## src/rtl/peak_watch_pkg.sv

```systemverilog
package peak_watch_pkg;

    localparam int NUM_CH       = 2;
    localparam int CH_CUR       = 0;
    localparam int CH_VOL       = 1;
    localparam int CUR_FLAG_BIT = 11;
    localparam int VOL_FLAG_BIT = 12;

    typedef enum logic [1:0] {
        SEL_CUR_LVL = 2'd0,
        SEL_VOL_LVL = 2'd1,
        SEL_MASK    = 2'd2,
        SEL_NONE    = 2'd3
    } wr_sel_e;

    function automatic int flag_pos(input int ch);
        return (ch == CH_VOL) ? VOL_FLAG_BIT : CUR_FLAG_BIT;
    endfunction

endpackage

```

## src/rtl/peak_chan_cmp.sv

```systemverilog
module peak_chan_cmp
    import peak_watch_pkg::*;
#(
    parameter int SAMPLE_W = 24,
    parameter int LVL_W    = 8
) (
    input  logic                valid,
    input  logic [SAMPLE_W-1:0] sample,
    input  logic [LVL_W-1:0]    level,
    output logic                hit
);
    localparam int MAG_W = SAMPLE_W - 1;
    localparam int SHIFT = MAG_W - LVL_W;

    logic [MAG_W-1:0]    mag;
    logic [LVL_W:0]      step_up;
    logic [SAMPLE_W-1:0] thresh;

    // magnitude with saturation of the most negative code
    always_comb begin
        if (sample[SAMPLE_W-1]) begin
            if (~|sample[MAG_W-1:0]) mag = '1;
            else                     mag = ~sample[MAG_W-1:0] + MAG_W'(1);
        end else begin
            mag = sample[MAG_W-1:0];
        end
    end

    // byte(2*mag) > level  <=>  mag >= (level+1) << SHIFT
    always_comb begin
        step_up = {1'b0, level} + (LVL_W+1)'(1);
        thresh  = {step_up, {SHIFT{1'b0}}};
        hit     = valid && ({1'b0, mag} >= thresh);
    end

endmodule

```

## src/rtl/peak_cfg.sv

```systemverilog
module peak_cfg
    import peak_watch_pkg::*;
#(
    parameter int LVL_W  = 8,
    parameter int STAT_W = 16
) (
    input  logic              clk,
    input  logic              rst_n,
    input  logic              wr_en,
    input  logic [1:0]        wr_sel,
    input  logic [STAT_W-1:0] wr_data,
    output logic [LVL_W-1:0]  lvl_cur,
    output logic [LVL_W-1:0]  lvl_vol,
    output logic [STAT_W-1:0] mask
);
    typedef struct packed {
        logic [LVL_W-1:0]  lc;
        logic [LVL_W-1:0]  lv;
        logic [STAT_W-1:0] msk;
    } cfg_t;

    cfg_t cfg_d, cfg_q;
    wr_sel_e sel;

    always_comb begin
        sel   = wr_sel_e'(wr_sel);
        cfg_d = cfg_q;
        if (wr_en) begin
            case (sel)
                SEL_CUR_LVL: cfg_d.lc  = wr_data[LVL_W-1:0];
                SEL_VOL_LVL: cfg_d.lv  = wr_data[LVL_W-1:0];
                SEL_MASK:    cfg_d.msk = wr_data;
                default:     cfg_d     = cfg_q;
            endcase
        end
    end

    always_ff @(posedge clk or negedge rst_n) begin
        if (!rst_n) begin
            cfg_q.lc  <= '1;
            cfg_q.lv  <= '1;
            cfg_q.msk <= '0;
        end else begin
            cfg_q <= cfg_d;
        end
    end

    assign lvl_cur = cfg_q.lc;
    assign lvl_vol = cfg_q.lv;
    assign mask    = cfg_q.msk;

endmodule

```

## src/rtl/peak_status.sv

```systemverilog
module peak_status
    import peak_watch_pkg::*;
#(
    parameter int STAT_W = 16
) (
    input  logic              clk,
    input  logic              rst_n,
    input  logic [NUM_CH-1:0] hit,
    input  logic              rd_stb,
    input  logic              rd_clr,
    output logic [STAT_W-1:0] flag_word,
    output logic [STAT_W-1:0] rd_data
);
    typedef struct packed {
        logic [NUM_CH-1:0] flg;
        logic [STAT_W-1:0] rd;
    } st_t;

    st_t st_d, st_q;

    always_comb begin
        flag_word = '0;
        for (int ch = 0; ch < NUM_CH; ch++) begin
            flag_word[flag_pos(ch)] = st_q.flg[ch];
        end
    end

    always_comb begin
        st_d = st_q;
        if (rd_stb) st_d.rd = flag_word;
        if (rd_stb && rd_clr) st_d.flg = '0;
        st_d.flg = st_d.flg | hit;   // same-cycle event survives the clear
    end

    always_ff @(posedge clk or negedge rst_n) begin
        if (!rst_n) st_q <= '0;
        else        st_q <= st_d;
    end

    assign rd_data = st_q.rd;

endmodule

```

## src/rtl/peak_watch.sv

```systemverilog
module peak_watch
    import peak_watch_pkg::*;
#(
    parameter int SAMPLE_W = 24,
    parameter int LVL_W    = 8,
    parameter int STAT_W   = 16
) (
    input  logic                clk,
    input  logic                rst_n,
    input  logic                cur_valid,
    input  logic [SAMPLE_W-1:0] cur_sample,
    input  logic                vol_valid,
    input  logic [SAMPLE_W-1:0] vol_sample,
    input  logic                wr_en,
    input  logic [1:0]          wr_sel,
    input  logic [STAT_W-1:0]   wr_data,
    input  logic                rd_stb,
    input  logic                rd_clr,
    output logic [STAT_W-1:0]   rd_data,
    output logic                irq_n
);
    logic [NUM_CH-1:0]   valid_w;
    logic [SAMPLE_W-1:0] smp_w [NUM_CH];
    logic [LVL_W-1:0]    lvl_w [NUM_CH];
    logic [NUM_CH-1:0]   hit_w;
    logic [STAT_W-1:0]   stat_w;
    logic [STAT_W-1:0]   mask_w;

    assign valid_w[CH_CUR] = cur_valid;
    assign valid_w[CH_VOL] = vol_valid;
    assign smp_w[CH_CUR]   = cur_sample;
    assign smp_w[CH_VOL]   = vol_sample;

    peak_cfg #(.LVL_W(LVL_W), .STAT_W(STAT_W)) u_cfg (
        .clk     (clk),
        .rst_n   (rst_n),
        .wr_en   (wr_en),
        .wr_sel  (wr_sel),
        .wr_data (wr_data),
        .lvl_cur (lvl_w[CH_CUR]),
        .lvl_vol (lvl_w[CH_VOL]),
        .mask    (mask_w)
    );

    for (genvar ch = 0; ch < NUM_CH; ch++) begin : g_ch
        peak_chan_cmp #(.SAMPLE_W(SAMPLE_W), .LVL_W(LVL_W)) u_cmp (
            .valid  (valid_w[ch]),
            .sample (smp_w[ch]),
            .level  (lvl_w[ch]),
            .hit    (hit_w[ch])
        );
    end

    peak_status #(.STAT_W(STAT_W)) u_status (
        .clk       (clk),
        .rst_n     (rst_n),
        .hit       (hit_w),
        .rd_stb    (rd_stb),
        .rd_clr    (rd_clr),
        .flag_word (stat_w),
        .rd_data   (rd_data)
    );

    assign irq_n = ~|(stat_w & mask_w);

endmodule

```

## config.mk

```make
export PLATFORM = sky130hd
export DESIGN_NAME = peak_watch
export DESIGN_NICKNAME = d
export VERILOG_FILES = /design/src/rtl/peak_watch_pkg.sv /design/src/rtl/peak_chan_cmp.sv /design/src/rtl/peak_cfg.sv /design/src/rtl/peak_status.sv /design/src/rtl/peak_watch.sv
export SDC_FILE = /design/constraint.sdc
export NUM_CORES = 1
export LEC_CHECK = 0
export BUFFER_PORTS_ARGS = -buffer_cell sky130_fd_sc_hd__buf_2
export CORE_UTILIZATION = 27
export DETAILED_ROUTE_END_ITERATION = 10
export MAX_ROUTING_LAYER = met4
export SETUP_SLACK_MARGIN = 0.3
export SLEW_MARGIN = 20
export SYNTH_ARGS = -nofsm -noshare
export SYNTH_HDL_FRONTEND = slang
export SYNTH_SLANG_ARGS = --single-unit
```

## constraint.sdc

```tcl
create_clock -name clk -period 3.03 [get_ports clk]
set_clock_uncertainty 0.15 [all_clocks]
set_input_delay 0.4545 -clock clk [delete_from_list [all_inputs] [get_ports clk]]
set_output_delay 0.4545 -clock clk [all_outputs]
set_load 0.005 [all_outputs]
```

==> impl_metrics.py <==
metrics = {
    "final_layout": {
        "syn2layout_area_growth_pct": 39.4,
        "final_layout_size_suffix_gt1_frac": 0.431,
        "total_number_of_nets_in_the_final_design": 584,
        "final_core_util": 0.389,
        "layout.filler_cells": 1067,
        "insertedDiodeCount": 0,
        "finalInstanceArea_um2": 4010,
    },
    "synthesis": {
        "yosysWarningCount": 0,
        "ys_ff_latch": 22,
        "synth.yosys.seq_area_share": 0.198,
        "ys_types": 67,
        "postSynth.topFlopCell": "dfstp_2",
        "postSynthAreaPerCell_um2": 8.04,
        "synth_enable_flop_cells": 0,
        "synth.cell_area_um2": 2880,
        "async_sr_flop_fraction": 1.00,
        "synthesis.instances": 358,
    },
    "global_route": {
        "grt_pass1_vias": 3031,
        "gr-usage-all-layers": 0.154,
        "grt_max_degree": 23,
        "global_route_wire_length_before_repair_um": 13900,
        "grt_overflow_total": 0,
        "number_of_antenna_violations_at_the_first_check_in_global_routing": 0,
    },
    "pwr": {
        "powerDensity_nw_per_um2": 322,
        "leakagePower_nw": 1.73,
        "peak_vdd_ir_mv": 0.153,
    },
    "place": {
        "placedInstanceArea_um2": 3890,
        "hpwl_um": 7000,
        "gp_congestion": 0.897,
        "detailedPlace.worstSlack_ns": -0.524,
        "buffer_ports.inserted": 69,
    },
    "die": {
        "initial_utilization": 0.279,
        "die_w_um": 105,
        "vertical_die_dimension_um": 105,
        "num_rows": 37,
        "die_area_um2": 11100,
        "placeableCoreArea_um2": 10300,
        "num_io_pins": 90,
    },
    "flow_run": {
        "maxCapViolCount": 0,
    },
    "clock_network": {
        "worst_setup_hold_path_clk_slew_ns": 0.08,
        "cts_inserted_buffers": 3,
        "clockRootBuffer": "clkbuf_8",
        "post-cts-setup-buffer-count": 0,
        "clock-sinks": 22,
        "cts.htree.levels": 1,
        "cts_tree": "done",
        "clockBufferDepth": 2,
        "hold_buffers": 0,
        "insertion_delay_ns": 0.26,
    },
    "worst_setup_path": {
        "worst_ep_arrival_time_ns": 3.20,
        "cp_cell_sequence": "buf_2 > or4_4 > nor4_4 > nand2_1 > o21ai_1 > xor2_1 > nand2_1 > ha_1 > a21o_1 > a21o_1 > a2111oi_4 > o221ai_1 > a31o_1",
        "crit_path_top_delay_cell": "or4_4",
        "setup.worst_path.start_class": "primary input",
        "critPathRequiredTime_ns": 3.04,
        "worst-r2r-setup-slack_ns": 0.40,
        "critPathMaxFanout": 3,
        "worst_stage_delay_on_the_critical_path_ns": 0.55,
        "critPathCaptureType": "flop",
        "setup.worst_path.class": "in2reg",
    },
    "detailed_routing": {
        "wl_per_cell_um": 13.4,
        "vias_per_cell": 5.08,
        "drt_iter0_drc": 150,
        "drt-pass1-iter-count": 4,
        "route.final.wire_length_um": 8410,
        "via_count": 3177,
        "detail_route.drc_violations": 0,
        "drt.antenna.violating_nets": 0,
    },
    "sta": {
        "grt_setup_unrepaired": "true",
        "final_hold_viol_count": 6,
        "setup_viol_count_final": 2,
        "fin_crit_ns": 3.19,
        "accumulated_negative_setup_slack_ns": -0.219,
        "slew_viol_final": 0,
        "timing.hold.ws_ns": -0.00458,
        "timing.fmax_ghz": 0.313,
        "final.period_utilization": 1.05,
        "setup_ws_ns": -0.163,
    },
    "outcome": {
        "outcome": "finished with violations",
        "failing_checks": "negative hold slack, negative setup slack",
    },
    "hold_path": {
        "hold_path_class": "in2async",
    },
}
==> sequential cells by signal, indices dropped and copies added, names as in the netlist <==
signal / count
u_status.flag_word: 2
u_cfg.lvl_vol: 8
u_cfg.lvl_cur: 8
u_cfg.mask: 2
u_status.rd_data: 2
==> final timing paths <==
kind | endpoint | cells after the start | startpoint
worst max-delay path | u_status.flag_word[12] | 13 | vol_sample[3]
max in group asynchronous | u_cfg.lvl_cur[4] | 1 | rst_n
worst min register to register | u_status.rd_data[12] | 1 | u_status.rd_data[12]
min in group clk | u_cfg.lvl_cur[0] | 3 | wr_data[0]
worst min-delay path | u_cfg.mask[11] | 1 | rst_n
worst max register to register | u_status.flag_word[12] | 9 | u_cfg.lvl_vol[0]
==> synthesized netlist by cell type, types with 3 or more instances <==
master	number	area, um^2
a2111oi_0	4	35.0
a21o_1	5	37.5
a21oi_1	17	85.1
a31oi_1	3	18.8
a32oi_1	3	26.3
buf_2	3	15.0
buf_4	14	105
clkbuf_1	4	15.0
dfrtp_1	6	150
dfstp_2	16	420
ha_1	20	250
inv_1	14	52.6
mux2_2	20	225
nand2_1	33	124
nand2b_1	4	25.0
nand3_1	12	60.1
nand3b_1	3	22.5
nand4_1	11	68.8
nor2_1	27	101
nor2b_1	3	18.8
nor3_1	11	55.1
nor4_1	11	68.8
o211ai_1	5	37.5
o21ai_0	20	100
o221ai_1	3	26.3
o22ai_1	4	25.0
o31ai_1	8	60.1
or3_1	5	31.3
or4_1	4	30.0
xnor2_1	7	61.3
xor2_1	13	114
==> logic make-up after synthesis <==
kind of cell | synth area share
mux | 0.0817
buf+inv | 0.0770
compound gates | 0.208
xor+xnor | 0.0609
fa+ha+maj | 0.0870
simple gates | 0.286
flops | 0.198
other cells | 0.00130
==> final cells by class <==
class / instances / area, um^2 / area share
Tap cell: 136 / 170 / 0.0424
Sequential cell: 22 / 571 / 0.142
Inverter: 16 / 67.6 / 0.0168
Multi-Input combinational cell: 309 / 2260 / 0.563
Timing Repair Buffer: 139 / 890 / 0.222
Clock buffer: 4 / 55.1 / 0.0137
==> placed cells by master (no fill, tap or decap), types with 13 or more instances in the layout <==
cell type,count
a21oi_1,15
buf_2,66
buf_4,70
conb_1,14
dfstp_2,16
ha_1,18
mux2_2,20
nand2_1,33
nor2_1,27
o21ai_0,17
xor2_1,13
==> worst max-delay path, delay by kind of cell <==
| family | cells | cell delay, ns |
|---|---|---|
| and+or+nand+nor | 4 | 1.04 |
| buffers and inverters | 1 | 0.11 |
| adders and majority gates | 1 | 0.28 |
| AOI/OAI and AO/OA | 6 | 1.15 |
| xor gates and xnor gates | 1 | 0.15 |
==> where the power goes <==
group	switching [mW]	internal, mW	total, mW
clock network	0.0907	0.116	0.206
registers	0.0655	0.392	0.458
logic	0.306	0.321	0.627
total	0.462	0.829	1.29
==> what timing repair did <==
item,4_1_cts,5_1_grt
pin swaps,12,9
hold endpoints to repair,0,0
resized for setup,10,6
setup endpoints to repair,2,2
==> metrics by stage <==
step | instances | power (mW) | hold slack, ns
finish | 626 | 1.29 | -0.00458
global route | 626 | 1.41 | 0.0203
CTS | 626 | 1.29 | 0.00250
detailed placement | 622 | 1.07 | 0.294
global placement | 622 | 1.05 | 0.280
floorplan | 371 | 0.823 | 0.00891
==> routing by layer <==
metal  vias to the layer above  global-route usage  wire length (um)
met5                         -                   -                 0
met4                         0              0.0111                29
met3                         4              0.0260               456
met2                        99               0.252              3980
met1                      1482               0.208              3940
li1                       1592                   -                 -
Power figures use the tool's default switching activity.
